[src/rtl/ctr_host_pkg.sv]
package ctr_host_pkg;

    localparam int BYTE_W = 8;
    localparam int CNT_W  = 2 * BYTE_W;
    localparam int MODE_W = 3;

    typedef enum logic [1:0] {
        ACC_LATCH = 2'd0,
        ACC_LO    = 2'd1,
        ACC_HI    = 2'd2,
        ACC_WORD  = 2'd3
    } acc_e;

    typedef struct packed {
        acc_e               acc;
        logic [MODE_W-1:0]  mode;
        logic               bcd;
        logic               wr_hi;
        logic               rd_hi;
        logic [BYTE_W-1:0]  hold;
        acc_e               lat_st;
        logic [CNT_W-1:0]   lat_cnt;
        logic               st_v;
        logic [BYTE_W-1:0]  st;
        logic               ld;
        logic [CNT_W-1:0]   ld_val;
    } chan_st_t;

endpackage

[src/rtl/ctr_host_decode.sv]
module ctr_host_decode
    import ctr_host_pkg::*;
#(
    parameter int NCH = 3
) (
    input  logic              wr_en,
    input  logic              rd_en,
    input  logic [1:0]        addr,
    input  logic [BYTE_W-1:0] wdata,
    output logic [NCH-1:0]    ctl_wr,
    output logic [NCH-1:0]    lat_cnt,
    output logic [NCH-1:0]    lat_st,
    output logic [NCH-1:0]    dat_wr,
    output logic [NCH-1:0]    dat_rd
);

    localparam logic [1:0] CTL_ADDR = 2'd3;
    localparam logic [1:0] RB_SEL   = 2'd3;

    logic       ctl;
    logic       rb;
    logic [1:0] sel;
    logic [1:0] acc;

    assign ctl = wr_en && (addr == CTL_ADDR);
    assign sel = wdata[7:6];
    assign acc = wdata[5:4];
    assign rb  = (sel == RB_SEL);

    for (genvar i = 0; i < NCH; i++) begin : g_dec
        localparam logic [1:0] IDX = 2'(i);
        logic hit;
        assign hit        = ctl && !rb && (sel == IDX);
        assign ctl_wr[i]  = hit && (acc != 2'd0);
        assign lat_cnt[i] = (hit && (acc == 2'd0)) ||
                            (ctl && rb && wdata[1+i] && !wdata[5]);
        assign lat_st[i]  = ctl && rb && wdata[1+i] && !wdata[4];
        assign dat_wr[i]  = wr_en && (addr == IDX);
        assign dat_rd[i]  = rd_en && !wr_en && (addr == IDX);
    end

endmodule

[src/rtl/ctr_host_chan.sv]
module ctr_host_chan
    import ctr_host_pkg::*;
(
    input  logic              clk,
    input  logic              rst_n,
    input  logic              ctl_wr,
    input  logic              lat_cnt,
    input  logic              lat_st,
    input  logic              dat_wr,
    input  logic              dat_rd,
    input  logic [BYTE_W-1:0] wbyte,
    input  logic [CNT_W-1:0]  live_cnt,
    input  logic              live_out,
    output logic [BYTE_W-1:0] rbyte,
    output logic              load_stb,
    output logic [CNT_W-1:0]  load_val,
    output logic [MODE_W-1:0] mode,
    output logic              bcd
);

    chan_st_t st_d, st_q;

    // next-state computation
    always_comb begin
        st_d    = st_q;
        st_d.ld = 1'b0;

        if (ctl_wr) begin
            st_d.acc   = acc_e'(wbyte[5:4]);
            st_d.mode  = wbyte[3:1];
            st_d.bcd   = wbyte[0];
            st_d.wr_hi = 1'b0;
            st_d.rd_hi = 1'b0;
        end

        if (lat_cnt && (st_q.lat_st == ACC_LATCH)) begin
            st_d.lat_st  = st_q.acc;
            st_d.lat_cnt = live_cnt;
        end

        if (lat_st && !st_q.st_v) begin
            st_d.st_v = 1'b1;
            st_d.st   = {live_out, 1'b0, st_q.acc, st_q.mode, st_q.bcd};
        end

        if (dat_wr) begin
            case (st_q.acc)
                ACC_LO: begin
                    st_d.ld     = 1'b1;
                    st_d.ld_val = {{BYTE_W{1'b0}}, wbyte};
                end
                ACC_HI: begin
                    st_d.ld     = 1'b1;
                    st_d.ld_val = {wbyte, {BYTE_W{1'b0}}};
                end
                default: begin
                    if (!st_q.wr_hi) begin
                        st_d.hold  = wbyte;
                        st_d.wr_hi = 1'b1;
                    end else begin
                        st_d.ld     = 1'b1;
                        st_d.ld_val = {wbyte, st_q.hold};
                        st_d.wr_hi  = 1'b0;
                    end
                end
            endcase
        end

        if (dat_rd) begin
            if (st_q.st_v) begin
                st_d.st_v = 1'b0;
            end else if (st_q.lat_st != ACC_LATCH) begin
                st_d.lat_st = (st_q.lat_st == ACC_WORD) ? ACC_HI : ACC_LATCH;
            end else if (st_q.acc == ACC_WORD) begin
                st_d.rd_hi = !st_q.rd_hi;
            end
        end
    end

    always_ff @(posedge clk or negedge rst_n) begin
        if (!rst_n) begin
            st_q        <= '0;
            st_q.acc    <= ACC_WORD;
            st_q.lat_st <= ACC_LATCH;
        end else begin
            st_q <= st_d;
        end
    end

    // read byte selection: status, then count snapshot, then live count
    always_comb begin
        if (st_q.st_v) begin
            rbyte = st_q.st;
        end else begin
            case (st_q.lat_st)
                ACC_LO, ACC_WORD: rbyte = st_q.lat_cnt[BYTE_W-1:0];
                ACC_HI:           rbyte = st_q.lat_cnt[CNT_W-1:BYTE_W];
                default: begin
                    case (st_q.acc)
                        ACC_HI:  rbyte = live_cnt[CNT_W-1:BYTE_W];
                        ACC_LO:  rbyte = live_cnt[BYTE_W-1:0];
                        default: rbyte = st_q.rd_hi ? live_cnt[CNT_W-1:BYTE_W]
                                                    : live_cnt[BYTE_W-1:0];
                    endcase
                end
            endcase
        end
    end

    assign load_stb = st_q.ld;
    assign load_val = st_q.ld_val;
    assign mode     = st_q.mode;
    assign bcd      = st_q.bcd;

    assert_ptr_reset_R2: assert property (@(posedge clk) disable iff (!rst_n)
        ctl_wr |=> (!st_q.wr_hi && !st_q.rd_hi));

    assert_lo_load_R3: assert property (@(posedge clk) disable iff (!rst_n)
        (dat_wr && st_q.acc == ACC_LO) |=>
            (load_stb && load_val == {{BYTE_W{1'b0}}, $past(wbyte)}));

    assert_hi_load_R3: assert property (@(posedge clk) disable iff (!rst_n)
        (dat_wr && st_q.acc == ACC_HI) |=>
            (load_stb && load_val == {$past(wbyte), {BYTE_W{1'b0}}}));

    assert_word_hold_R4: assert property (@(posedge clk) disable iff (!rst_n)
        (dat_wr && st_q.acc == ACC_WORD && !st_q.wr_hi) |=> !load_stb);

    assert_word_load_R4: assert property (@(posedge clk) disable iff (!rst_n)
        (dat_wr && st_q.acc == ACC_WORD && st_q.wr_hi) |=>
            (load_stb && load_val[BYTE_W-1:0] == $past(st_q.hold)));

    assert_latch_keep_R6: assert property (@(posedge clk) disable iff (!rst_n)
        (lat_cnt && st_q.lat_st != ACC_LATCH) |=> $stable(st_q.lat_cnt));

    assert_status_keep_R8: assert property (@(posedge clk) disable iff (!rst_n)
        (lat_st && st_q.st_v && !dat_rd) |=> $stable(st_q.st));

    assert_status_first_R9: assert property (@(posedge clk) disable iff (!rst_n)
        (dat_rd && st_q.st_v) |=> $stable(st_q.lat_st));

endmodule

[src/rtl/ctr_host_regs.sv]
module ctr_host_regs
    import ctr_host_pkg::*;
#(
    parameter int NCH = 3
) (
    input  logic                  clk,
    input  logic                  rst_n,
    input  logic                  wr_en,
    input  logic                  rd_en,
    input  logic [1:0]            addr,
    input  logic [7:0]            wdata,
    output logic [7:0]            rdata,
    output logic [NCH-1:0]        load_stb,
    output logic [16*NCH-1:0]     load_val,
    output logic [3*NCH-1:0]      chan_mode,
    output logic [NCH-1:0]        chan_bcd,
    input  logic [16*NCH-1:0]     live_cnt,
    input  logic [NCH-1:0]        live_out
);

    logic [NCH-1:0]    ctl_wr, lat_cnt, lat_st, dat_wr, dat_rd;
    logic [BYTE_W-1:0] rbyte [NCH];

    ctr_host_decode #(.NCH(NCH)) decode_i (
        .wr_en   (wr_en),
        .rd_en   (rd_en),
        .addr    (addr),
        .wdata   (wdata),
        .ctl_wr  (ctl_wr),
        .lat_cnt (lat_cnt),
        .lat_st  (lat_st),
        .dat_wr  (dat_wr),
        .dat_rd  (dat_rd)
    );

    for (genvar i = 0; i < NCH; i++) begin : g_chan
        ctr_host_chan chan_i (
            .clk      (clk),
            .rst_n    (rst_n),
            .ctl_wr   (ctl_wr[i]),
            .lat_cnt  (lat_cnt[i]),
            .lat_st   (lat_st[i]),
            .dat_wr   (dat_wr[i]),
            .dat_rd   (dat_rd[i]),
            .wbyte    (wdata),
            .live_cnt (live_cnt[CNT_W*i +: CNT_W]),
            .live_out (live_out[i]),
            .rbyte    (rbyte[i]),
            .load_stb (load_stb[i]),
            .load_val (load_val[CNT_W*i +: CNT_W]),
            .mode     (chan_mode[MODE_W*i +: MODE_W]),
            .bcd      (chan_bcd[i])
        );
    end

    always_comb begin
        rdata = '0;
        for (int i = 0; i < NCH; i++) begin
            if (addr == 2'(i)) rdata = rbyte[i];
        end
    end

    assert_ctl_read_R12: assert property (@(posedge clk) disable iff (!rst_n)
        (rd_en && !wr_en && addr == 2'd3) |=> $stable(dat_rd) || (dat_rd == '0));

    assert_strobe_onehot_R3: assert property (@(posedge clk) disable iff (!rst_n)
        $onehot0(load_stb));

endmodule

[config.mk]
export PLATFORM = sky130hd
export DESIGN_NAME = ctr_host_regs
export DESIGN_NICKNAME = d
export VERILOG_FILES = /design/src/rtl/ctr_host_pkg.sv /design/src/rtl/ctr_host_decode.sv /design/src/rtl/ctr_host_chan.sv /design/src/rtl/ctr_host_regs.sv
export SDC_FILE = /design/constraint.sdc
export NUM_CORES = 1
export LEC_CHECK = 0
export ABC_AREA = 1
export BUFFER_PORTS_ARGS = -buffer_cell sky130_fd_sc_hd__clkbuf_2
export CAP_MARGIN = 20
export CORE_ASPECT_RATIO = 1.5
export CORE_UTILIZATION = 58
export CTS_CLUSTER_DIAMETER = 80
export DETAILED_ROUTE_END_ITERATION = 6
export PLACE_DENSITY_LB_ADDON = 0.12
export SYNTH_ARGS = -nofsm -noshare
export SYNTH_HDL_FRONTEND = slang
export SYNTH_SLANG_ARGS = --single-unit
export TNS_END_PERCENT = 100
[constraint.sdc]
create_clock -name clk -period 2.6 [get_ports clk]
set_clock_uncertainty 0.1 [all_clocks]
set_input_delay 0.52 -clock clk [delete_from_list [all_inputs] [get_ports clk]]
set_output_delay 0.52 -clock clk [all_outputs]
set_load 0.01 [all_outputs]
; ---- Yosys cells after proc, flatten, opt, wreduce, memory -nomap -nowiden
; Cells that the tools add are included.
[word_totals]
regBits = 177
input_bits = 65
[op_classes]
n_eq_ne = 24
n_mux = 72
n_bitwise = 6
n_reduce_logical = 72
[ops]
columns = op, n
row1 = $mux W17, 6
row2 = $pmux W17 S2, 3
row3 = $pmux W8 S2, 6
row4 = $mux W8, 9
row5 = $mux W18, 3
row6 = $logic_and A1 B1 Y1, 34
row7 = $eq A2 B2 Y1 const B, 16
row8 = $mux W2, 15
row9 = $mux W1, 27
row10 = $mux W9, 3
row11 = $eq A2 B1 Y1 const B, 8
row12 = $logic_not A2 Y1, 6
row13 = $reduce_or A2 Y1, 6
row14 = $logic_not A1 Y1, 10
row15 = $reduce_and A3 Y1, 3
row16 = $reduce_bool A3 Y1, 3
row17 = $reduce_bool A2 Y1, 4
row18 = $not A1 Y1, 6
row19 = $reduce_and A2 Y1, 3
row20 = $logic_or A1 B1 Y1, 3

; ---- Logic depth before layout (Yosys ltp)
; Gate-level depths: netlist of run 1.
[depth]
depth_word = 11
depth_mapped = 12

; ---- Cells and area by module
; From an unflattened synthesis of run 1, not the netlist that was laid out.
[hier_totals]
cells_unflattened = 1290
hier_area_um2 = 9704.3
[by_module_without_submodules]
columns = mod, instances, cells_per_inst, area_per_inst_um2
row1 = ctr_host_chan, 3, 403, 3108.0
row2 = ctr_host_decode, 1, 44, 192.7
row3 = ctr_host_regs, 1, 37, 187.7

; ---- Least setup slack after synthesis of run 1
; No wires, ideal clock.
[synth_path]
path_kind = register -> output
from = register g_chan[2].chan_i.st_q[58] (netlist name)
to = output port rdata[5]
arrival_ns = 1.831
required_time_ns = 1.980
path_slack_ns = 0.149
stages_incl_launch_ff = 12
path_cell_list = dfstp_2 > inv_1 > ha_1 > buf_2 > inv_2 > buf_1 > nand2_1 > nand2_1 > nand2_1 > nand2_1 > nand3_1 > nand3_1
[synth_between]
elab_chain_cells = 5
word_cells_on_any_way = 6
cone_classes = eq/ne: 2 / mux: 4
[synth_rtl]
columns = item, line_no
row1 = "start, declared", ctr_host_chan.sv:21  ; chan_st_t st_d, st_q;
row2 = "start signal, assigned", ctr_host_chan.sv:86  ; st_q <= st_d;
row3 = $eq A2 B1 Y1 or $eq A2 B2 Y1 (tied branches), ctr_host_chan.sv:99  ; case (st_q.acc)
row4 = $pmux W8 S2 *, ctr_host_chan.sv:99
row5 = $pmux W8 S2 *, ctr_host_chan.sv:95  ; case (st_q.lat_st)
row6 = $mux W8 *, ctr_host_chan.sv:92  ; if (st_q.st_v) begin
row7 = $mux W8 *, ctr_host_regs.sv:59  ; if (addr == 2'(i)) rdata = rbyte[i];
row8 = "end, declared", ctr_host_regs.sv:12  ; output logic [7:0] rdata,
; Every way passes the cells marked *; elsewhere a longest branch is shown, timed or not.

; ---- Worst setup path in the final report of run 1
[layout_path]
from = register g_chan[0].chan_i.st_q[58] (netlist name)
to = output port rdata[6]
[layout_between]
elab_chain_cells = 7
word_cells_on_any_way = 8
cone_classes = eq/ne: 2 / mux: 6
[layout_rtl]
columns = item, line_no
row1 = "start, declared", ctr_host_chan.sv:21
row2 = "start signal, assigned", ctr_host_chan.sv:86
row3 = $eq A2 B1 Y1 or $eq A2 B2 Y1 (tied branches), ctr_host_chan.sv:99
row4 = $pmux W8 S2 *, ctr_host_chan.sv:99
row5 = $pmux W8 S2 *, ctr_host_chan.sv:95
row6 = $mux W8 *, ctr_host_chan.sv:92
row7 = $mux W8 * (3 in series), ctr_host_regs.sv:59
; Marks and branches as above.

==> impl_metrics.yaml, run 1 <==
run_status:
  status: "finished, violations left"
  violations: "DRC, setup timing"
sta:
  finalHoldViolations: 0
  worst_pin_slew_ns: 0.616
  min_period_ns: 2.81
  max-slew-margin-rel_pct: 59.0
  hold_ws_ns: 0.191
  fmax_mhz: 356
  setup_slack_ns: -0.210
  finalCritPeriodShare_pct: 108
  fin_setup_tns_ns: -1.14
  setup-violations-final: 8
  grt_setup_unrepaired: "true"
  report.final.slew_viol_count: 0
worst_setup_path:
  required_ns: 1.98
  crit_arrival_ns: 2.19
  worstRegToRegCells: 10
  start_kind: "flip-flop"
  crit_top_cell: "nand3_1"
  crit_slowest_cell: "dfstp_2"
  end_kind: "output port"
  cpPeakStageDelay_ns: 0.54
  critPathMaxFanout: 6
  timing.rr.end: "g_chan[0].chan_i.load_val[14]"
  r2r-start: "g_chan[0].chan_i.st_q[58]"
  path_cells: "inv_2, ha_4, clkinvlp_4, nand2_2, o21ai_2, nand2_1, nand3_1, nand3_1, nand3_1, clkbuf_2"
  path_class: "reg2out"
  regToRegSetupSlack_ns: 0.25
yosys:
  avgSynthCellArea_sq_um: 7.56
  post_synth_instance_area_sq_mm: 0.00946
  syn_nets: 1325
  muxShareOfSynthArea_pct: 0
  synth_top_family_by_area: "simple AND/OR/NAND/NOR gates"
  netlist_instances: 1251
  ys_ff_latch: 177
  synth-simple-area-share_pct: 27.6
  yosys_warnings: 0
  yosys.area_share.xor_xnor_pct: 0
  synth_fa_ha_area_share_pct: 1.19
  yosysUniqueCellTypes: 32
  ys_seq_area_share_pct: 46.9
  synth_compound_area_share_pct: 11.5
pwr:
  clkPwrFrac_pct: 23.8
  power.density_mw_per_mm2: 1000
  finalPower_mw: 10.9
  p_comb_share_pct: 36.6
  switchingPower_mw: 4.23
  p_leak_nw: 5.61
  peakVddDrop_v: 0.000639
  seqPwrFrac_pct: 39.6
  sw_frac_of_total_pct: 38.9
  intPower_mw: 6.66
global_routing:
  grt_pass1_wl_um: 41400
  grt_pass1_vias: 8066
  grt_max_degree: 62
  grt_remaining_overflow: 0
  grt_usage_pct: 31.9
  grt_antenna_before_repair: 0
final_layout:
  nets: 1401
  antenna-diode-count: 0
  syn_to_final_growth_pct: 15.1
  final_cell_mix: "nand2_1 (388), dfrtp_1 (171), o21ai_0 (129), clkbuf_2 (127), nand3_1 (124)"
  drive_gt1_share_pct: 21.2
  layout_commonest_cell: "nand2_1"
routing:
  finalWirelength_um: 25700
  vias: 8533
  vias_per_cell: 5.53
  drt_iter0_drc: 519
  ant_nets: 0
  dr.pass1.iters: 7
  wire_per_inst_um: 16.6
  drc_errors: 1
cts:
  cts_buffer_depth: 2
  clock_sinks: 177
  cts_tree: "yes"
  numCtsBuffers: 17
  htreeDepth: 4
  clockRootBuffer: "clkbuf_16"
  clk_pin_slew_ns: 0.07
  insertion_delay_ns: 0.43
placed_design:
  pre_cts_ws_ns: 0.0286
  dp_hpwl_um: 18200
  io_buffers: 135
  place_congestion: 0.863
worst_hold_path:
  hold_end: "g_chan[1].chan_i.st_q[24]"
  hold_start: "live_out[1]"
  min_path_type: "in2reg"
  min_path_cells: 3
die:
  pin_count: 136
  coreArea_sq_mm: 0.0158
  dieWidth_um: 106
  start_util_pct: 60.0
  die_area_sq_mm: 0.0168
  die_y_um: 158
  rows: 56
run:
  max_cap_viol_count: 0
[cells in the mapped netlist, drive strengths merged]
cell type	number	share of area, %
a31oi	23	1.5
o211ai	10	0.79
nor4	1	0.066
o21a	8	0.63
dfrtp	171	45
clkbuf	34	1.4
inv	111	4.4
buf	96	6.9
o21bai	3	0.24
ha	9	1.2
nand2	403	16
dfstp	6	1.7
o21ai	132	7.0
or2	3	0.20
nand4	3	0.20
nor2	45	1.8
a22o	1	0.093
a21oi	23	1.2
nand3	143	7.6
nor3	20	1.6
clkinv	6	0.24
[layer usage]
layer	global-route usage, %	part of all wire [%]	up-vias	routed length [um]
met5	0	0	-	0
met4	11.2	2.8	0	721
met3	5.16	5.4	61	1370
met2	55.9	51	288	13100
met1	39.9	41	4069	10500
li1	-	-	4115	-
[registers in the layout, summed over array words and instances, names as in the netlist]
register and count:
g_chan.chan_i.bcd 3, g_chan.chan_i.load_stb 3, g_chan.chan_i.load_val 48, g_chan.chan_i.mode 9, g_chan.chan_i.st_q 114
[layout make-up]
type	instances	area (sq um)
clock buffers	19	453
clock inverters	13	145
fillers	1383	4870
inverters	117	448
multi-input cells	827	4000
flip-flops and latches	177	4440
well taps	203	254
repair buffers	186	1150
repair inverters	1	7.51
[worst max-delay path, delay by kind of cell (launching register included)]
family / cells / cell delay (ns)
AND/OR/NAND/NOR: 5 / 0.46
buffers and inverters: 3 / 0.39
adder cells (fa/ha/maj): 1 / 0.31
flip-flops: 1 / 0.54
AO/OA/AOI/OAI: 1 / 0.06
[stage by stage]
stage	cell area (sq um)	cells	utilization, %
floorplan	9460	1251	-
global placement	10000	1503	63.4
detailed placement	10000	1503	63.4
CTS	10800	1543	68.7
global route	10900	1543	69.1
finish	10900	1543	69.1
[worst max-delay path by stage]
| stage | from | endpoint | slack (ns) | cells past startpoint |
|---|---|---|---|---|
| global placement | g_chan[0].chan_i.st_q[58] | rdata[3] | 0.1 | 11 |
| CTS | g_chan[0].chan_i.st_q[58] | rdata[6] | -0.18 | 10 |
| detailed placement | g_chan[0].chan_i.st_q[58] | rdata[3] | 0.03 | 11 |
| finish | g_chan[0].chan_i.st_q[58] | rdata[6] | -0.21 | 10 |
| floorplan | g_chan[2].chan_i.st_q[58] | rdata[5] | 0.15 | 11 |
| global route | g_chan[0].chan_i.st_q[58] | rdata[6] | -0.29 | 10 |
[power groups by stage]
stage	logic (mW)	registers [mW]	clock network [mW]
CTS	3.90	4.31	2.61
finish	3.99	4.32	2.59
global route	4.44	4.41	2.71
detailed placement	3.66	4.33	0
floorplan	2.97	4.07	0
global placement	3.58	4.33	0
[timing repair]
action                                  in CTS  in global routing
cloned                                       1                  0
endpoints found under the setup margin       8                  8
resized for setup                           43                 19
hold buffers                                 1                  0
pin swaps                                   18                 10
hold endpoints to repair                    16                  0
buffers inserted                             6                  0
[kinds of logic after synthesis]
| logic type | after synthesis |
|---|---|
| simple gates | 618 |
| compound gates | 200 |
| flops | 177 |
| fa+ha+maj | 9 |
| buf+inv | 247 |
(Power assumes the default switching activity.)
==> run 2: changes to the inputs <==
Settings changed: CELL_PAD_IN_SITES_DETAIL_PLACEMENT set to 1, CELL_PAD_IN_SITES_GLOBAL_PLACEMENT set to 1, CORE_UTILIZATION 58 to 42.
==> run 2 against run 1 <==
  * The flow finishes with violations (setup timing)
  * Final area grew 3.2%
  * Hold slack improved by 0.0036 ns
  * Cell count increased by 5.6%
  * Clock power is 3% higher
  * Critical path depth rose by 1
  * Via count increased by 1.5%
  * Sequential power about the same
  * Core utilization fell by 18 points
  * First-iteration DRC count down 20%
  * Global-route usage shrank 4.5 points
  * Non-clock buffer count increased by 18
  * Worst setup slack gained 0.017 ns
  * Critical path type unchanged
==> impl_metrics.yaml, run 2 (synthesized netlist as in run 1, its figures left out) <==
run_status:
  status: "finished, violations left"
  violations: "setup timing"
cts:
  cts_buffer_depth: 2
  clk_pin_slew_ns: 0.07
  clock_sinks: 177
  insertion_delay_ns: 0.45
  clockRootBuffer: "clkbuf_16"
  numCtsBuffers: 17
  htreeDepth: 4
  cts_tree: "yes"
global_routing:
  grt_remaining_overflow: 0
  grt_pass1_wl_um: 49000
  grt_antenna_before_repair: 0
  grt_pass1_vias: 8980
  grt_max_degree: 62
  grt_usage_pct: 27.4
die:
  die_area_sq_mm: 0.0231
  pin_count: 136
  coreArea_sq_mm: 0.0219
  dieWidth_um: 125
  rows: 66
  start_util_pct: 43.2
  die_y_um: 186
worst_setup_path:
  start_kind: "flip-flop"
  crit_arrival_ns: 2.17
  end_kind: "output port"
  crit_slowest_cell: "dfstp_2"
  critPathMaxFanout: 5
  path_cells: "inv_2, ha_4, buf_12, nand3_2, nand2_1, nand2_1, nand2_2, nand2_2, nand2_2, nand3_2, buf_6"
  crit_top_cell: "nand2_2"
  required_ns: 1.98
  cpPeakStageDelay_ns: 0.55
  path_class: "reg2out"
final_layout:
  syn_to_final_growth_pct: 18.8
  layout_commonest_cell: "nand2_1"
  largest_reg_flops: 114
  top_register: "g_chan.chan_i.st_q"
  nets: 1418
  postLayoutCellArea_sq_mm: 0.0112
  antenna-diode-count: 0
  post-route-util_pct: 51.4
  drive_gt1_share_pct: 23.5
  final_cell_mix: "nand2_1 (381), dfrtp_1 (170), clkbuf_2 (127), o21ai_0 (126), nand3_1 (120)"
run:
  max_cap_viol_count: 0
pwr:
  clkPwrFrac_pct: 23.4
  switchingPower_mw: 4.50
  peakVddDrop_v: 0.000622
  intPower_mw: 6.94
  power.density_mw_per_mm2: 1020
  sw_frac_of_total_pct: 39.4
  p_leak_nw: 5.74
  p_comb_share_pct: 38.7
  seqPwrFrac_pct: 37.9
placed_design:
  place_area_sq_mm: 0.0101
  io_buffers: 135
  dp_hpwl_um: 21400
  place_congestion: 0.817
sta:
  finalCritPeriodShare_pct: 107
  worst_pin_slew_ns: 0.586
  setup_slack_ns: -0.192
  finalHoldViolations: 0
  setup-violations-final: 8
  max-slew-margin-rel_pct: 60.9
  fmax_mhz: 358
  grt_setup_unrepaired: "true"
  report.final.slew_viol_count: 0
  min_period_ns: 2.79
routing:
  vias_per_cell: 5.32
  ant_nets: 0
  vias: 8664
  drt_iter0_drc: 414
  drc_errors: 0
  dr.pass1.iters: 5
  finalWirelength_um: 30300
  wire_per_inst_um: 18.6
worst_hold_path:
  min_path_type: "in2reg"
## run 2: changes by cell type in the layout (fill, tap and decap cells not counted), sizes merged
| cell | change |
|---|---|
| buf | +18 |
| bufinv | +1 |
| clkinv | +2 |
| clkinvlp | -3 |
| inv | -1 |
## run 2: power groups by stage
stage | combinational, mW | sequential, mW | clock [mW]
2_1_floorplan | 2.97 | 4.07 | 0
3_3_place_gp | 3.73 | 4.34 | 0
3_5_place_dp | 3.83 | 4.38 | 0
4_1_cts | 4.35 | 4.33 | 2.71
5_1_grt | 4.92 | 4.45 | 2.82
6_report | 4.43 | 4.34 | 2.68
## run 2: stage by stage
stage | TNS [ns] | instances | hold WS, ns | power [mW] | worst slack, ns
2_1_floorplan | 0 | 1251 | 0.124 | 7.04 | 0.149
3_3_place_gp | 0 | 1574 | 0.355 | 8.07 | 0.0579
3_5_place_dp | -0.00916 | 1574 | 0.360 | 8.20 | -0.00916
4_1_cts | -1.14 | 1628 | 0.189 | 11.4 | -0.163
5_1_grt | -1.88 | 1629 | 0.198 | 12.2 | -0.257
6_report | -1.28 | 1629 | 0.195 | 11.4 | -0.192
## run 2: what timing repair did
item / in CTS / in global routing
endpoints found under the hold margin: 43 / 0
hold buffers: 1 / 0
gates cloned: 1 / 0
setup endpoints to repair: 8 / 16
setup buffers: 20 / 3
pin swaps: 11 / 12
gates resized for setup: 62 / 30
## run 2: worst paths after layout
kind                                           startpoint  depth (start not counted)  slack [ns]                      endpoint
worst max-delay path            g_chan[0].chan_i.st_q[58]                         11       -0.19                      rdata[1]
worst min-delay path                          live_out[0]                          3        0.19     g_chan[0].chan_i.st_q[24]
worst max register to register  g_chan[0].chan_i.st_q[58]                         14        0.17  g_chan[0].chan_i.load_val[9]
worst min register to register  g_chan[2].chan_i.st_q[32]                          2        0.38     g_chan[2].chan_i.st_q[32]
max in group asynchronous                           rst_n                          3        1.15     g_chan[2].chan_i.st_q[58]
min in group asynchronous                           rst_n                          2        0.49     g_chan[1].chan_i.st_q[26]
## run 2: layer usage
metal / global-route usage [%] / share of wire, % / vias up
li1: - / - / 4133
met1: 33.6 / 43 / 4302
met2: 48.3 / 51 / 170
met3: 4.05 / 3.3 / 59
met4: 10.7 / 2.9 / 0
met5: 0 / 0 / -
## run 2: cell type report
| type | instances | area [sq um] |
|---|---|---|
| flip-flops and latches | 177 | 4440 |
| clock inverters | 13 | 150 |
| fillers | 2741 | 10600 |
| inverters | 117 | 454 |
| well taps | 272 | 340 |
| repair buffers | 204 | 1350 |
| multi-input cells | 827 | 4060 |
| clock buffers | 19 | 453 |
## run 2: critical path: cells and delay by family (launching register included)
family	cells	cell delay, ns
and+or+nand+nor	7	0.53
adders and majority gates	1	0.32
buffers and inverters	3	0.31
DFF	1	0.55
